--- config.mk ---
export PLATFORM = sky130hd
export DESIGN_NAME = bp_fetch_patch
export DESIGN_NICKNAME = d
export VERILOG_FILES = /design/src/rtl/bp_pkg.sv /design/src/rtl/bp_ctrl.sv /design/src/rtl/bp_table.sv /design/src/rtl/bp_fetch_patch.sv
export SDC_FILE = /design/constraint.sdc
export NUM_CORES = 1
export LEC_CHECK = 0
export BUFFER_PORTS_ARGS = -buffer_cell sky130_fd_sc_hd__buf_4
export CAP_MARGIN = 20
export CORE_MARGIN = 2
export CORE_UTILIZATION = 50
export CTS_CLUSTER_DIAMETER = 120
export CTS_CLUSTER_SIZE = 24
export DETAILED_ROUTE_END_ITERATION = 10
export GPL_ROUTABILITY_DRIVEN = 0
export PLACE_DENSITY = 0.68
export REMOVE_ABC_BUFFERS = 1
export SYNTH_ARGS = -nofsm -noshare
export SYNTH_HDL_FRONTEND = slang
export SYNTH_SLANG_ARGS = --single-unit
--- constraint.sdc ---
create_clock -name clk -period 7.05 [get_ports clk]
set_input_delay 0.705 -clock clk [delete_from_list [all_inputs] [get_ports clk]]
set_output_delay 0.705 -clock clk [all_outputs]
set_load 0.02 [all_outputs]
--- src/rtl/bp_pkg.sv ---
package bp_pkg;
  typedef enum logic [1:0] {
    CMD_INSERT = 2'd0,
    CMD_REMOVE = 2'd1,
    CMD_ARM    = 2'd2,
    CMD_DISARM = 2'd3
  } bpCmd_e;

  // strobes from control to the table datapath
  typedef struct packed {
    logic load;
    logic drop;
    logic armAll;
    logic disarmAll;
  } bpStrobe_t;
endpackage

--- src/rtl/bp_ctrl.sv ---
module bp_ctrl
  import bp_pkg::*;
#(
  parameter int ENTRIES = 8
) (
  input  logic               clk,
  input  logic               rst,
  input  logic               cmdValid,
  input  logic [1:0]         cmdOp,
  input  logic [ENTRIES-1:0] validVec,
  input  logic [ENTRIES-1:0] cmdMatchVec,
  output bpStrobe_t          strb,
  output logic [ENTRIES-1:0] loadSel,
  output logic [ENTRIES-1:0] dropSel,
  output logic               cmdErr
);
  bpCmd_e             op;
  logic [ENTRIES-1:0] freeVec;
  logic               isInsert;
  logic               tableFull;
  logic               dupAddr;
  logic               reject;

  assign op        = bpCmd_e'(cmdOp);
  assign freeVec   = ~validVec;
  assign tableFull = &validVec;
  assign dupAddr   = |cmdMatchVec;
  assign isInsert  = cmdValid && (op == CMD_INSERT);
  assign reject    = isInsert && (dupAddr || tableFull);

  // lowest free slot, as a one-hot vector
  assign loadSel = freeVec & (~freeVec + ENTRIES'(1));
  assign dropSel = cmdMatchVec;

  always_comb begin
    strb           = '0;
    strb.load      = isInsert && !reject;
    strb.drop      = cmdValid && (op == CMD_REMOVE) && dupAddr;
    strb.armAll    = cmdValid && (op == CMD_ARM);
    strb.disarmAll = cmdValid && (op == CMD_DISARM);
  end

  always_ff @(posedge clk) begin
    if (rst) cmdErr <= 1'b0;
    else     cmdErr <= reject;
  end
endmodule

--- src/rtl/bp_table.sv ---
module bp_table
  import bp_pkg::*;
#(
  parameter int          ENTRIES    = 8,
  parameter int          ADDR_W     = 16,
  parameter int          WORD_W     = 16,
  parameter logic [15:0] BREAK_WORD = 16'h9598
) (
  input  logic               clk,
  input  logic               rst,
  input  bpStrobe_t          strb,
  input  logic [ENTRIES-1:0] loadSel,
  input  logic [ENTRIES-1:0] dropSel,
  input  logic [ADDR_W-1:0]  cmdAddr,
  input  logic [WORD_W-1:0]  cmdWord,
  input  logic               fetchValid,
  input  logic [ADDR_W-1:0]  fetchAddr,
  input  logic [WORD_W-1:0]  memWord,
  output logic [ENTRIES-1:0] validVec,
  output logic [ENTRIES-1:0] cmdMatchVec,
  output logic [WORD_W-1:0]  fetchWord,
  output logic               bpHit
);
  localparam logic [WORD_W-1:0] BRK = WORD_W'(BREAK_WORD);

  logic [ENTRIES-1:0] entArmed;
  logic [ADDR_W-1:0]  entAddr [ENTRIES];
  logic [WORD_W-1:0]  entWord [ENTRIES];
  logic [ENTRIES-1:0] fetchMatch;

  for (genvar i = 0; i < ENTRIES; i++) begin : g_ent
    always_ff @(posedge clk) begin
      if (rst) begin
        validVec[i] <= 1'b0;
        entArmed[i] <= 1'b0;
        entAddr[i]  <= '0;
        entWord[i]  <= '0;
      end else if (strb.load && loadSel[i]) begin
        validVec[i] <= 1'b1;
        entArmed[i] <= 1'b1;
        entAddr[i]  <= cmdAddr;
        entWord[i]  <= cmdWord;
      end else if (strb.drop && dropSel[i]) begin
        validVec[i] <= 1'b0;
        entArmed[i] <= 1'b0;
      end else if (strb.armAll) begin
        entArmed[i] <= validVec[i];
      end else if (strb.disarmAll) begin
        entArmed[i] <= 1'b0;
      end
    end
    assign cmdMatchVec[i] = validVec[i] && (entAddr[i] == cmdAddr);
    assign fetchMatch[i]  = validVec[i] && (entAddr[i] == fetchAddr);
  end

  logic [WORD_W-1:0] savedWord;
  logic              anyMatch;
  logic              armedMatch;

  always_comb begin
    savedWord  = '0;
    anyMatch   = 1'b0;
    armedMatch = 1'b0;
    for (int i = 0; i < ENTRIES; i++) begin
      savedWord  = savedWord | (entWord[i] & {WORD_W{fetchMatch[i]}});
      anyMatch   = anyMatch | fetchMatch[i];
      armedMatch = armedMatch | (fetchMatch[i] & entArmed[i]);
    end
  end

  assign fetchWord = armedMatch ? BRK : (anyMatch ? savedWord : memWord);
  assign bpHit     = fetchValid && armedMatch;
endmodule

--- src/rtl/bp_fetch_patch.sv ---
module bp_fetch_patch
  import bp_pkg::*;
#(
  parameter int          ENTRIES    = 8,
  parameter int          ADDR_W     = 16,
  parameter int          WORD_W     = 16,
  parameter logic [15:0] BREAK_WORD = 16'h9598
) (
  input  logic              clk,
  input  logic              rst,
  input  logic              fetchValid,
  input  logic [ADDR_W-1:0] fetchAddr,
  input  logic [WORD_W-1:0] memWord,
  output logic [WORD_W-1:0] fetchWord,
  output logic              bpHit,
  input  logic              cmdValid,
  input  logic [1:0]        cmdOp,
  input  logic [ADDR_W-1:0] cmdAddr,
  input  logic [WORD_W-1:0] cmdWord,
  output logic              cmdErr
);
  bpStrobe_t          strb;
  logic [ENTRIES-1:0] loadSel;
  logic [ENTRIES-1:0] dropSel;
  logic [ENTRIES-1:0] validVec;
  logic [ENTRIES-1:0] cmdMatchVec;

  bp_ctrl #(.ENTRIES(ENTRIES)) u_ctrl (
    .clk(clk), .rst(rst), .cmdValid(cmdValid), .cmdOp(cmdOp),
    .validVec(validVec), .cmdMatchVec(cmdMatchVec), .strb(strb),
    .loadSel(loadSel), .dropSel(dropSel), .cmdErr(cmdErr)
  );

  bp_table #(
    .ENTRIES(ENTRIES), .ADDR_W(ADDR_W), .WORD_W(WORD_W), .BREAK_WORD(BREAK_WORD)
  ) u_table (
    .clk(clk), .rst(rst), .strb(strb), .loadSel(loadSel), .dropSel(dropSel),
    .cmdAddr(cmdAddr), .cmdWord(cmdWord), .fetchValid(fetchValid),
    .fetchAddr(fetchAddr), .memWord(memWord), .validVec(validVec),
    .cmdMatchVec(cmdMatchVec), .fetchWord(fetchWord), .bpHit(bpHit)
  );
endmodule

==> Implementation_results.wiki <==
{| class="wikitable"
! Metric !! Value
|-
| CP max stage cell || sky130_fd_sc_hd__or4_1
|-
| Total routing usage reported by global routing || 0.280
|-
| Layout cell share with drive strength beyond 1 || 0.105
|-
| Power per cell area || about 200 nW/um^2
|-
| Crit end category || output port
|-
| Syn Area/Cell || 11.0 um^2
|-
| RSZ-0062 raised after global routing || false
|-
| Critical path start-end classification || reg -> out
|-
| Average wire length per cell after detail routing || about 25 um
|-
| Number of buffers inserted by post-CTS setup repair || 0
|-
| Hold-fix buffers at CTS || 0
|-
| Post-route core utilization || 0.554
|-
| Fmax || 0.212 GHz
|-
| Worst-skew pair later-pin latency || 0.51 ns
|-
| Stages on worst setup path || 8
|-
| Required time at the worst-slack endpoint || roughly 6.3 ns
|-
| Initial antenna violation count || 0
|-
| Final critical-path required period || around 4.7 ns
|-
| Sequential cell area fraction in the yosys report || 0.543
|-
| Final hold slack || 0.516 ns
|-
| DR vias/cell || 6.04
|-
| Die W || ~180 um
|-
| Area of the die || approximately 31000 um^2
|-
| Via count of the first global-routing pass || just under 10000
|-
| Placed wire-length estimate || between 20 and 30 mm
|-
| Critical path buffer and inverter count || 1
|-
| Post-cts gate resize count || 0
|-
| Startpoint type of the worst setup path || flip-flop
|-
| Total count of max-transition violations in the final report || 0
|-
| Worst Clk Skew || 0.0324 ns
|-
| Critical path peak fanout || 25
|-
| Clock sinks || 273
|-
| Predominant post-synthesis flop cell || sky130_fd_sc_hd__edfxtp_1
|-
| Finish-stage setup viols || 0
|-
| Count of fill cells added during filler insertion || 2473
|-
| Worst stage delay on the critical path || just under 0.9 ns
|-
| Maximum capacitance violations || 0
|-
| Combined area of all synthesized cells || 14800 um^2
|-
| Share of synthesized registers carrying an async set or reset || 0
|-
| Number of vias after detailed routing || 10612
|-
| DRC violations left || 0
|-
| TritonCTS clock tree || done
|-
| FF-to-FF path depth || 7
|-
| Clock root buffer || sky130_fd_sc_hd__clkbuf_16
|-
| Slew headroom || 0.285
|-
| Global-route wire length before repair || around 64 mm
|-
| Final total power || 0.00318 W
|-
| Largest area contributor in the synthesized netlist || sky130_fd_sc_hd__edfxtp_1
|-
| Routed length on met1 || 19.1 mm
|-
| Number of DRC violations after detailed-routing iteration 0 || 1234
|-
| Min-delay worst type || in -> reg
|-
| Largest cells by area after synthesis || sky130_fd_sc_hd__edfxtp_1, sky130_fd_sc_hd__xnor2_1, sky130_fd_sc_hd__and2_1
|-
| Top layer in use || met4
|-
| Pre-CTS WS || around 2.5 ns
|-
| Arrival time worst endpoint || ~4.0 ns
|-
| Run status || completed
|-
| Synth cell types || 52
|-
| Minimum setup slack in the final design || approximately 2.3 ns
|-
| Post-DRT Antenna Nets || 0
|-
| Delay-heaviest family, CP || simple AND/OR/NAND/NOR gates
|-
| Number of synthesized register bits || between 200 and 300
|-
| Summed negative setup slack over all endpoints || 0 ns
|-
| Core region area || 28900 um^2
|-
| Die Height || between 150 and 200 um
|-
| Cell chain of the critical path || xor2_1 -> nor4_1 -> nand4_1 -> o22ai_1 -> or4_1 -> nor2_1 -> or3_1 -> buf_4
|-
| Clk slew on worst S/H paths || 0.10 ns
|-
| Syn-to-layout area delta || 8.30%
|-
| Depth of the CTS H-tree || 1
|-
| Cell count after synthesis || about 1300
|-
| Count of inserted antenna diode cells || 0
|-
| Pin count of the biggest net entering global routing || 46
|-
| Hold violation total from the final report || 0
|-
| CTS max path bufs || 3
|-
| Worst Max-Slew Pin Slew || 1.07 ns
|-
| Cell count of the worst hold path || 2
|-
| Num ports || about 90
|-
| Sum of met2 wire segment lengths after detailed routing || between 15 and 20 mm
|-
| Number of synthesized flops with an enable pin || roughly 260
|-
| Number of nets in the final layout || 1435
|-
| Final worst-path cycle share || 0.668
|-
| CTS Buf Count || 15
|-
| Met3 routed wirelength || 4.46 mm
|-
| Initial standard-cell utilization of the core || 0.511
|-
| Overall routed net length || between 40 and 50 mm
|-
| Static power due to leakage || roughly 5.5 nW
|-
| Peak supply drop || 135 uV
|-
| First-pass iteration count of the detailed router || 5
|-
| Total gr overflow || 0
|-
| Yosys warns || 0
|-
| Count of input and output buffers || 87
|-
| Std cell rows || 62
|-
| Synth top area share || 0.520
|}
[layer usage]
metal  track usage  vias to the layer above
li1              -                     4685
met1         0.426                     5279
met2         0.414                      592
met3        0.0491                       56
met4        0.0758                        0
met5             0                        -
[per-stage QoR]
| stage | area [um^2] | std cells |
|---|---|---|
| finish | 16000 | 1757 |
| global route | 16000 | 1757 |
| CTS | 15900 | 1753 |
| detailed placement | 15500 | 1728 |
| global placement | 15500 | 1726 |
| floorplan | 14200 | 1242 |
[synth_stat cells, types with 2 or more instances]
cell                          n
sky130_fd_sc_hd__xnor2_1    156
sky130_fd_sc_hd__or4_1        7
sky130_fd_sc_hd__buf_2       39
sky130_fd_sc_hd__nand4_1     39
sky130_fd_sc_hd__nor4_1      21
sky130_fd_sc_hd__and2_1     165
sky130_fd_sc_hd__and3_1       4
sky130_fd_sc_hd__a32o_1       4
sky130_fd_sc_hd__edfxtp_1   256
sky130_fd_sc_hd__clkbuf_2     2
sky130_fd_sc_hd__inv_1       38
sky130_fd_sc_hd__nor3b_1      5
sky130_fd_sc_hd__buf_6       11
sky130_fd_sc_hd__nor2b_1      6
sky130_fd_sc_hd__nor3_1      49
sky130_fd_sc_hd__o21ai_0      4
sky130_fd_sc_hd__nor2_1     137
sky130_fd_sc_hd__a2111o_1     5
sky130_fd_sc_hd__nand2_1     87
sky130_fd_sc_hd__a31o_2      11
sky130_fd_sc_hd__xor2_1      99
sky130_fd_sc_hd__or3_1        9
sky130_fd_sc_hd__buf_4       13
sky130_fd_sc_hd__and4_1      15
sky130_fd_sc_hd__nand3b_1     3
sky130_fd_sc_hd__a31oi_1      3
sky130_fd_sc_hd__a21o_1       4
sky130_fd_sc_hd__clkbuf_1    37
sky130_fd_sc_hd__a2111oi_0    3
sky130_fd_sc_hd__a22oi_1     32
sky130_fd_sc_hd__a21oi_1      5
sky130_fd_sc_hd__nand3_1     17
sky130_fd_sc_hd__dfxtp_1     17
sky130_fd_sc_hd__o22ai_1     20
sky130_fd_sc_hd__o21bai_1     2
sky130_fd_sc_hd__o311a_1      2
sky130_fd_sc_hd__nand4b_1     3
[sequential cells by signal, summed over array words and instances, names as in the netlist]
signal	count
u_ctrl.cmdErr	1
u_table.entAddr	128
u_table.entArmed	8
u_table.entWord	128
u_table.validVec	8
[layout make-up]
type                    count  area, um^2  area share
multi-input cells         930        6060       0.378
clock inverters             1        16.3     0.00102
flip-flops and latches    273        8030       0.501
clock buffers              24         409      0.0255
inverters                  39         146     0.00914
repair buffers            106         881      0.0550
well taps                 384         480      0.0300
[cells in the final DEF, fill, tap and decap left out, drive strengths merged, types with 5 or more instances in the layout]
master,netlist,final
edfxtp,256,256
or4,7,7
or3,9,9
buf,64,106
nor3b,6,6
o21ai,5,5
clkbuf,39,24
nor2b,6,6
inv,39,40
nor2,138,138
a31o,11,11
nor3,50,50
o22ai,21,21
nor4,21,21
a22oi,32,32
nand2,87,87
nand3,17,17
xnor2,157,157
a2111o,5,5
and4,15,15
a21oi,5,5
and2,166,166
xor2,99,99
nand4,39,39
dfxtp,17,17
[path summary, 6_finish.rpt]
path                                                            from                                    to  slack, ns
worst max-delay path            u_table.entAddr[0][13]$_SDFFCE_PN0P_                          fetchWord[7]       2.34
worst min-delay path                                      cmdWord[6]  u_table.entWord[0][38]$_SDFFCE_PN0P_       0.52
worst max register to register      u_table.validVec[3]$_SDFFE_PP0P_  u_table.entAddr[1][49]$_SDFFCE_PN0P_       3.24
worst min register to register      u_table.validVec[2]$_SDFFE_PP0P_      u_table.validVec[2]$_SDFFE_PP0P_       0.53
[power breakdown]
group / switching, W / internal, W / leakage (nW)
Clock: 0.000535 / 0.000410 / 0.203
Sequential: 0.0000499 / 0.00183 / 2.70
Combinational: 0.000212 / 0.000138 / 2.59
Total: 0.000797 / 0.00238 / 5.49
[logic make-up (layout without fill, tap and decap cells)]
kind of cell,Yosys count,in the layout,share of synthesized area
compound gates,99,99,0.0506
xor+xnor,256,256,0.152
buf+inv,142,170,0.0484
flops,273,273,0.543
simple gates,575,575,0.206
Note: power is estimated with default switching activity, not from simulation.
